File: src/rtl/pwb_pkg.sv
package pwb_pkg;
    localparam int ADDR_W = 8;
    localparam int DATA_W = 8;
    localparam int DEPTH  = 1 << ADDR_W;

    typedef logic [ADDR_W-1:0] addr_t;
    typedef logic [DATA_W-1:0] byte_t;

    typedef enum logic [1:0] {
        PW_IDLE = 2'd0,
        PW_FILL = 2'd1,
        PW_PROG = 2'd2
    } pw_state_e;

    typedef struct packed {
        logic  en;
        addr_t addr;
        byte_t data;
    } arr_wr_t;

    function automatic logic in_locked_half(addr_t a);
        return a[ADDR_W-1];
    endfunction

    function automatic byte_t power_on_byte(addr_t a, byte_t seed);
        return byte_t'(a) ^ seed;
    endfunction
endpackage

File: src/rtl/pwb_collect.sv
module pwb_collect
    import pwb_pkg::*;
#(
    parameter int PAGE_BYTES = 8
) (
    input  logic                               clk,
    input  logic                               rst,
    input  logic                               open_i,
    input  addr_t                              start_addr_i,
    input  logic                               take_i,
    input  byte_t                              data_i,
    output logic [PAGE_BYTES-1:0][DATA_W-1:0]  slots_o,
    output logic [PAGE_BYTES-1:0]              mask_o,
    output addr_t                              base_o,
    output addr_t                              last_o
);
    localparam int SLOT_W = $clog2(PAGE_BYTES);
    localparam addr_t LOW_MASK = addr_t'(PAGE_BYTES - 1);

    logic [SLOT_W-1:0] slot_q;

    always_ff @(posedge clk) begin
        if (rst) begin
            slots_o <= '0;
            mask_o  <= '0;
            slot_q  <= '0;
            base_o  <= '0;
            last_o  <= '0;
        end else if (open_i) begin
            mask_o <= '0;
            slot_q <= start_addr_i[SLOT_W-1:0];
            base_o <= start_addr_i & ~LOW_MASK;
            last_o <= start_addr_i;
        end else if (take_i) begin
            slots_o[slot_q] <= data_i;
            mask_o[slot_q]  <= 1'b1;
            last_o          <= base_o | addr_t'(slot_q);
            slot_q          <= slot_q + 1'b1;
        end
    end


    slot_in_page_chk: assert property (@(posedge clk) disable iff (rst)
        take_i && !open_i |=> (last_o & ~LOW_MASK) == base_o);
endmodule

File: src/rtl/pwb_commit.sv
module pwb_commit
    import pwb_pkg::*;
#(
    parameter int PAGE_BYTES   = 8,
    parameter int WRITE_CYCLES = 40
) (
    input  logic                               clk,
    input  logic                               rst,
    input  logic                               start_i,
    input  logic                               byte_i,
    input  logic                               stop_i,
    input  logic [PAGE_BYTES-1:0]              mask_i,
    input  logic [PAGE_BYTES-1:0][DATA_W-1:0]  slots_i,
    input  addr_t                              base_i,
    output logic                               busy_o,
    output logic                               open_o,
    output logic                               take_o,
    output logic                               launch_o,
    output arr_wr_t                            wr_o
);
    localparam int SLOT_W = $clog2(PAGE_BYTES);
    localparam int CNT_W  = $clog2(WRITE_CYCLES + 1);
    localparam logic [CNT_W-1:0] CNT_LAST = CNT_W'(WRITE_CYCLES - 1);

    pw_state_e         state_q, state_d;
    logic [CNT_W-1:0]  cnt_q;
    logic [SLOT_W-1:0] slot;

    assign busy_o   = (state_q == PW_PROG);
    assign open_o   = !busy_o && start_i;
    assign take_o   = (state_q == PW_FILL) && byte_i && !start_i;
    assign launch_o = (state_q == PW_FILL) && !start_i && stop_i && (|mask_i);

    always_comb begin
        state_d = state_q;
        case (state_q)
            PW_IDLE: if (start_i) state_d = PW_FILL;
            PW_FILL: begin
                if (start_i)     state_d = PW_FILL;
                else if (stop_i) state_d = (|mask_i) ? PW_PROG : PW_IDLE;
            end
            PW_PROG: if (cnt_q == CNT_LAST) state_d = PW_IDLE;
            default: state_d = PW_IDLE;
        endcase
    end

    always_ff @(posedge clk) begin
        if (rst) begin
            state_q <= PW_IDLE;
            cnt_q   <= '0;
        end else begin
            state_q <= state_d;
            if (launch_o)     cnt_q <= '0;
            else if (busy_o)  cnt_q <= cnt_q + 1'b1;
        end
    end

    assign slot = cnt_q[SLOT_W-1:0];

    always_comb begin
        wr_o.en   = busy_o && (32'(cnt_q) < PAGE_BYTES) && mask_i[slot]
                    && !in_locked_half(base_i);
        wr_o.addr = base_i | addr_t'(slot);
        wr_o.data = slots_i[slot];
    end


    launch_by_stop_chk: assert property (@(posedge clk) disable iff (rst)
        $rose(busy_o) |-> $past(stop_i));

    empty_stop_idle_chk: assert property (@(posedge clk) disable iff (rst)
        (state_q == PW_FILL) && stop_i && !start_i && (mask_i == '0) |=> !busy_o);

    busy_window_chk: assert property (@(posedge clk) disable iff (rst)
        busy_o |-> 32'(cnt_q) < WRITE_CYCLES);
endmodule

File: src/rtl/pwb_array.sv
module pwb_array
    import pwb_pkg::*;
#(
    parameter byte_t INIT_SEED = 8'h3C
) (
    input  logic    clk,
    input  logic    rst,
    input  arr_wr_t wr_i,
    input  addr_t   rd_addr_i,
    output byte_t   rd_data_o
);
    byte_t mem [DEPTH];

    always_ff @(posedge clk) begin
        if (rst) begin
            for (int i = 0; i < DEPTH; i++)
                mem[i] <= power_on_byte(addr_t'(i), INIT_SEED);
        end else if (wr_i.en) begin
            mem[wr_i.addr] <= wr_i.data;
        end
    end

    assign rd_data_o = mem[rd_addr_i];


    locked_half_chk: assert property (@(posedge clk) disable iff (rst)
        wr_i.en |-> !in_locked_half(wr_i.addr));
endmodule

File: src/rtl/page_write_buffer.sv
module page_write_buffer
    import pwb_pkg::*;
#(
    parameter int    PAGE_BYTES   = 8,
    parameter int    WRITE_CYCLES = 40,
    parameter byte_t INIT_SEED    = 8'h3C
) (
    input  logic       clk,
    input  logic       rst,
    input  logic       wr_open_i,
    input  logic [7:0] wr_addr_i,
    input  logic       wr_byte_valid_i,
    input  logic [7:0] wr_byte_i,
    input  logic       stop_i,
    input  logic       rd_advance_i,
    output logic       busy_o,
    output logic [7:0] rd_ptr_o,
    output logic [7:0] rd_data_o
);
    logic [PAGE_BYTES-1:0][DATA_W-1:0] slots;
    logic [PAGE_BYTES-1:0]             mask;
    addr_t                             base, last;
    logic                              open, take, launch;
    arr_wr_t                           wr;
    addr_t                             rptr_q;

    pwb_collect #(.PAGE_BYTES(PAGE_BYTES)) u_collect (
        .clk(clk), .rst(rst),
        .open_i(open), .start_addr_i(wr_addr_i),
        .take_i(take), .data_i(wr_byte_i),
        .slots_o(slots), .mask_o(mask), .base_o(base), .last_o(last)
    );

    pwb_commit #(.PAGE_BYTES(PAGE_BYTES), .WRITE_CYCLES(WRITE_CYCLES)) u_commit (
        .clk(clk), .rst(rst),
        .start_i(wr_open_i), .byte_i(wr_byte_valid_i), .stop_i(stop_i),
        .mask_i(mask), .slots_i(slots), .base_i(base),
        .busy_o(busy_o), .open_o(open), .take_o(take), .launch_o(launch),
        .wr_o(wr)
    );

    pwb_array #(.INIT_SEED(INIT_SEED)) u_array (
        .clk(clk), .rst(rst),
        .wr_i(wr), .rd_addr_i(rptr_q), .rd_data_o(rd_data_o)
    );

    always_ff @(posedge clk) begin
        if (rst)                          rptr_q <= '0;
        else if (open)                    rptr_q <= wr_addr_i;
        else if (launch)                  rptr_q <= last + 1'b1;
        else if (rd_advance_i && !busy_o) rptr_q <= rptr_q + 1'b1;
    end

    assign rd_ptr_o = rptr_q;


    ptr_frozen_chk: assert property (@(posedge clk) disable iff (rst)
        busy_o |=> $stable(rptr_q));
endmodule

File: config.mk
export PLATFORM = sky130hd
export DESIGN_NAME = page_write_buffer
export DESIGN_NICKNAME = d
export VERILOG_FILES = /design/src/rtl/pwb_pkg.sv /design/src/rtl/pwb_collect.sv /design/src/rtl/pwb_commit.sv /design/src/rtl/pwb_array.sv /design/src/rtl/page_write_buffer.sv
export SDC_FILE = /design/constraint.sdc
export NUM_CORES = 2
export LEC_CHECK = 0
export CORE_AREA = 2 2 572 574
export DETAILED_ROUTE_END_ITERATION = 10
export DIE_AREA = 0 0 574 576
export PLACE_DENSITY = 0.5
export SLEW_MARGIN = 20
export SYNTH_ARGS = -nofsm -noshare
export SYNTH_HDL_FRONTEND = slang
export SYNTH_SLANG_ARGS = --single-unit
File: constraint.sdc
create_clock -name clk -period 2.85 [get_ports clk]
set_input_delay 0.57 -clock clk [delete_from_list [all_inputs] [get_ports clk]]
set_output_delay 0.57 -clock clk [all_outputs]
set_load 0.005 [all_outputs]
Word level (Yosys, flattened, before mapping)
Memory sizes are Yosys's and may differ from the RTL's. A register that Yosys moved wholly into a read port is not among the register bits.
Index checks and enable logic that the tools add are counted.
Storage, ports and cells
  register bits after elaboration: 104
  bits in latches: 0
  bits in writable memories: 2048
  memory bits (read-only): 0
  logic and storage cells: 89
  memories: 1
Operators by class
  add/sub/neg operators: 4
  $mul: 0
  divide/modulo/power cells: 0
  order comparisons: 4
  equal/unequal tests: 6
  shifts and indexed selects: 0
  multiplexer cells: 32
  bitwise gates (word level): 4
  reduce and logical (&&, ||, !) cells: 23
Memories
  u_array.mem: depth 256, width 8, read ports 1, clocked after memory_dff 1, write ports 256, RTL line pwb_array.sv:12  | byte_t mem [DEPTH];
Operator list (number)
  two-way mux 8 bit: 11
  bitwise mux 64 bit: 1
  binary-select mux 8 bit (select 3 bit): 1
  demux 8 bit (select 3 bit): 1
  adder 8 x 1 -> 8 bit (second input constant): 2
  OR 8 x 3 -> 8 bit: 2
  OR reduction 8 bit: 2
  logical AND 1 bit: 11
  two-way mux 2 bit: 5
  less-than comparator 3 x 4 -> 1 bit (second input constant): 2
  two-way mux 1 bit: 8
  OR 8 bit: 1
  adder 6 x 1 -> 6 bit (second input constant): 1
  == test 6 bit (second input constant): 1
  less-than comparator 6 x 4 -> 1 bit (second input constant): 1
  two-way mux 3 bit: 2
  case mux 2 bit (3 select lines): 1
  != test 2 bit (second input constant): 2
  OR reduction 2 bit: 2
  adder 3 x 1 -> 3 bit (second input constant): 1
  binary-select mux 1 bit (select 3 bit): 1
  demux 1 bit (select 3 bit): 1
  greater-or-equal comparator 3 x 1 -> 1 bit (second input constant): 1
  zero test 1 bit: 3
  9 further kinds: 9

Longest topological paths before layout
  depth in word-level cells: 9
  mapped depth: 12
  gate-level depth less buffers: 9

Cells and area by module
Synthesis repeated with hierarchy kept, for this count alone.
Second synthesis, totals
  cells, all modules: 7247
  area, all modules: 99068.8 um^2
Modules (own cells, without submodules)
  pwb_array: instances 1, cells an instance 6733, area an instance 93638.6 um^2
  pwb_collect: instances 1, cells an instance 344, area an instance 3664.8 um^2
  pwb_commit: instances 1, cells an instance 91, area an instance 1042.2 um^2
  page_write_buffer: instances 1, cells an instance 79, area an instance 723.2 um^2

Worst setup path after synthesis
No wires, ideal clock.
  kind: in2reg
  start: input rst
  end: memory u_array.mem[67][0] in the netlist's numbering (enable)
  setup time: 0.384 ns
  arrival: 2.260 ns
  setup slack: 0.206 ns
  cell stages on the path: 7
  cells stage by stage: clkbuf_1 > nor3_1 > and4_1 > buf_4 > nand2_2 > buf_2 > o21ai_0
RTL lines
  start: declaration: RTL line page_write_buffer.sv:9  | input logic rst,
  end: declaration: RTL line pwb_array.sv:12

==> out/metrics.cfg <==
[run_status]
status=finished, violations left
failing_checks=negative setup slack

[die]
fp.dieW_um=574
rows=210
design.portCount=39
initial_utilization_pct=27.77
core_mm2=0.3253
die_area_mm2=0.3306
die_height_um=576

[critical_path]
worstPathArrival_ps=3820
critical_path_class=flip-flop to output port
critical_path_required_ps=2280
cp-end-kind=output port
worstSetupStartpointType=flip-flop
worst-path-max-fanout=5

[detailed_routing]
via_count=53210
firstDrtPassIters=6
antenna_viol_nets_final=0
drc=0
wl_per_cell_um=21.05
viasPerCell=4.514
finalWirelength_um=248000
initial_drt_markers=5101

[power]
power_density_mw_per_mm2=647.1
power.share.sequential_pct=49.7
p_int_mw=57.02
switching_share_pct=22.94
power.share.clock_pct=40.3
power.combinational.fraction_pct=10.0
leakage_nw=38.17
total_switching_power_mw=16.98
design_power_total_mw=74.00
worst_vdd_ir_mv=0.4922

[logic_synthesis]
netlist_area_mm2=0.09034
yosys_warnings=0
portion_of_synthesized_cell_area_occupied_by_the_leading_cell_type_pct=68.08
synthesis.instances=5682
synthFlopType=edfxtp_1
post-synth-top-area-cell=edfxtp_1
syn_avg_cell_area_um2=15.90
synth-edff-count=2048
yosys-top-cells-area=edfxtp_1 68%, mux4_2 9.7%, nor2_1 3.4%, nand2_1 3.2%, dfxtp_1 2.5%
yosysSeqAreaShare_pct=70.56
synth.lib_cells_used.distinct=73
async_flop_share_pct=0
synth_seq_cells=2160

[global_route]
antenna_found_initial=3
grt_start_max_net_pins=198
grtUsageTotal_pct=14.74
first_pass_grt_wire_length_um=362600
globalRoute.totalOverflow=0
first_global_vias=54330

[placement]
input_output_buffers=38
dp.final_hpwl_um=166800
routabilityCongestion=0.8564
detailed_place.area_mm2=0.1042
numPlacedInstances=11260
place_ws_ps=-1856

[timing]
grt_setup_unrepaired=yes
max_slew.worst_pin.slew_ps=1118
setup_viol=8
period_share_pct=154.1
max-slew-margin-rel_pct=25.49
final.setup.worst_slack_ps=-1542
timing.clock.skew_ps=58.17
hold_ws_ps=289.8
max_freq_ghz=0.2277
final-max-slew-violation-count=0
tns_ps=-11890
post-route-min-period_ps=4392
report.final.hold_viol_count=0

[cells_and_area]
multi_input_comb_area_mm2=0.02871
fillCellCount=31320
layout_cell_share_with_drive_strength_beyond_1_pct=24.15
finish.utilization_pct=35.16
instances_no_fill=11790
ff_latch_area_mm2=0.06375
layout-area-overhead-vs-synth_pct=26.59
finish.instance_area_mm2=0.1144
nets=7282

[clocking]
cts.reportedPaths.clkPinSlew_ps=60
cts.path.max_buffers=4
clock_latency_at_the_later_pin_of_the_worst_skew_pair_ps=890
htree_num_levels=4
postCtsHoldBufs=0
clock_tree_from_tritoncts=done
cts_inserted_buffers=232
clock-sinks=2160
cell_at_the_root_of_the_clock_tree=clkbuf_16

[worst_hold_path]
min_path_type=primary input to flip-flop

[flow_run]
drv.max_cap_violation_count=0

==> sequential cells by signal (all words and copies together), names as in the netlist, 3 cells and up, named ones only <==
register / count
u_array.mem: 2048
u_collect.slots_o: 64
rd_ptr_o: 8
u_collect.last_o: 8
u_collect.mask_o: 8
u_commit.cnt_q: 6
u_collect.base_o: 5
u_collect.slot_q: 3
==> placed cells by master (no fill, tap or decap), types with 20 or more instances in the layout <==
cell type        netlist  routed
a21oi_1              114      93
a21oi_2                1      21
a22oi_1              164     115
a22oi_2                0      49
buf_12                17     135
buf_16                 0      20
buf_4                 29     618
buf_6                 23      31
bufinv_16              0      26
clkbuf_1             268      46
clkbuf_16              0     238
clkdlybuf4s50_1        0      29
clkinv_1               1      51
clkinv_2               0      43
conb_1                 2    1024
dfxtp_1              112     107
edfxtp_1            2048    2048
mux2i_1              212     200
mux4_1                72      59
mux4_2               390     403
nand2_1              780     769
nand2_2               10      20
nand3_1               31      30
nor2_1               811     798
nor3_1                32      23
o21ai_0               30      24
o221ai_1              32      24
o22ai_1               28      26
==> metal layers <==
metal | wire length [um] | global-route usage [%]
met1 | 107000 | 19.85
met2 | 116100 | 23.72
met4 | 7385 | 4.460
met3 | 17560 | 3.278
met5 | 0 | 0
==> worst max-delay path, stage by stage, from the launching register on <==
cell     delay [ps]
dfxtp_4         430
buf_12          170
buf_16          140
buf_12          120
buf_12          110
buf_6           100
mux4_2          500
a22oi_2         290
a21oi_2         120
nor4_4          610
nor4_4          140
buf_2           170
==> worst paths after layout <==
path	start	to	slack, ps	cells after the start
max	flip-flop	rd_data_o[5]	-1540	11
min	rst	u_collect.slots_o[37]$_SDFFE_PP0P_	290	4
max reg2reg	u_commit.cnt_q[0]$_SDFFE_PP0N_	u_array.mem[46][6]$_SDFFCE_PN0P_	70	7
min reg2reg	u_collect.slots_o[39]$_SDFFE_PP0P_	u_collect.slots_o[39]$_SDFFE_PP0P_	460	2
==> synth_stat cells, types with 5 or more instances <==
| cell type | n |
|---|---|
| nor2b_1 | 16 |
| nand2_1 | 780 |
| a21oi_1 | 114 |
| inv_1 | 8 |
| nor2_1 | 811 |
| a22oi_1 | 164 |
| a21boi_0 | 10 |
| mux2_2 | 5 |
| and3_1 | 12 |
| buf_1 | 14 |
| a31oi_1 | 13 |
| mux2i_1 | 212 |
| clkbuf_1 | 268 |
| nand2_2 | 10 |
| ha_1 | 6 |
| nand3_1 | 31 |
| o21a_1 | 5 |
| a221oi_1 | 9 |
| o21ai_0 | 30 |
| a22o_1 | 11 |
| buf_12 | 17 |
| buf_4 | 29 |
| dfxtp_1 | 112 |
| or2_2 | 8 |
| nand4_1 | 10 |
| nor4_1 | 23 |
| xnor2_1 | 5 |
| and2_1 | 20 |
| a311oi_1 | 8 |
| o221ai_1 | 32 |
| buf_8 | 11 |
| mux4_2 | 390 |
| xor2_1 | 6 |
| edfxtp_1 | 2048 |
| buf_2 | 183 |
| o22ai_1 | 28 |
| a211oi_1 | 14 |
| mux4_1 | 72 |
| nor3_1 | 32 |
| nand2b_1 | 11 |
| buf_6 | 23 |
==> what timing repair did <==
action,in CTS,in global routing
gates cloned,12,4
endpoints found under the setup margin,156,51
gates resized for setup,286,82
endpoints found under the hold margin,0,0
setup buffers,82,37
pin swaps,68,32
==> power groups by stage <==
stage          logic, mW  registers [mW]  clock network (mW)
3_3_place_gp        6.62            37.3                   0
4_1_cts             7.27            36.8                30.6
3_5_place_dp        6.65            37.4                   0
6_report            7.40            36.7                29.9
5_1_grt             7.90            36.9                31.8
2_1_floorplan       3.80            37.2                   0
==> final cells by class <==
| type | count | share of cell area (%) |
|---|---|---|
| flip-flops and latches | 2160 | 55.75 |
| multi-input cells | 3989 | 25.10 |
| repair buffers | 861 | 7.887 |
| clock buffers | 281 | 5.283 |
| well taps | 4346 | 4.755 |
| clock inverters | 136 | 1.183 |
| inverters | 10 | 0.03501 |
| diodes | 3 | 0.006565 |
==> cells by family after synthesis <==
kind of cell / share of synthesized area (%)
multiplexers: 14.23
flip-flops: 70.56
XOR/XNOR: 0.1066
adder cells (fa/ha/maj): 0.08310
other: 0.008313
AO/OA/AOI/OAI: 3.668
buffers and inverters: 3.314
AND/OR/NAND/NOR: 8.032
No activity file was read; power rests on OpenSTA's default activity.
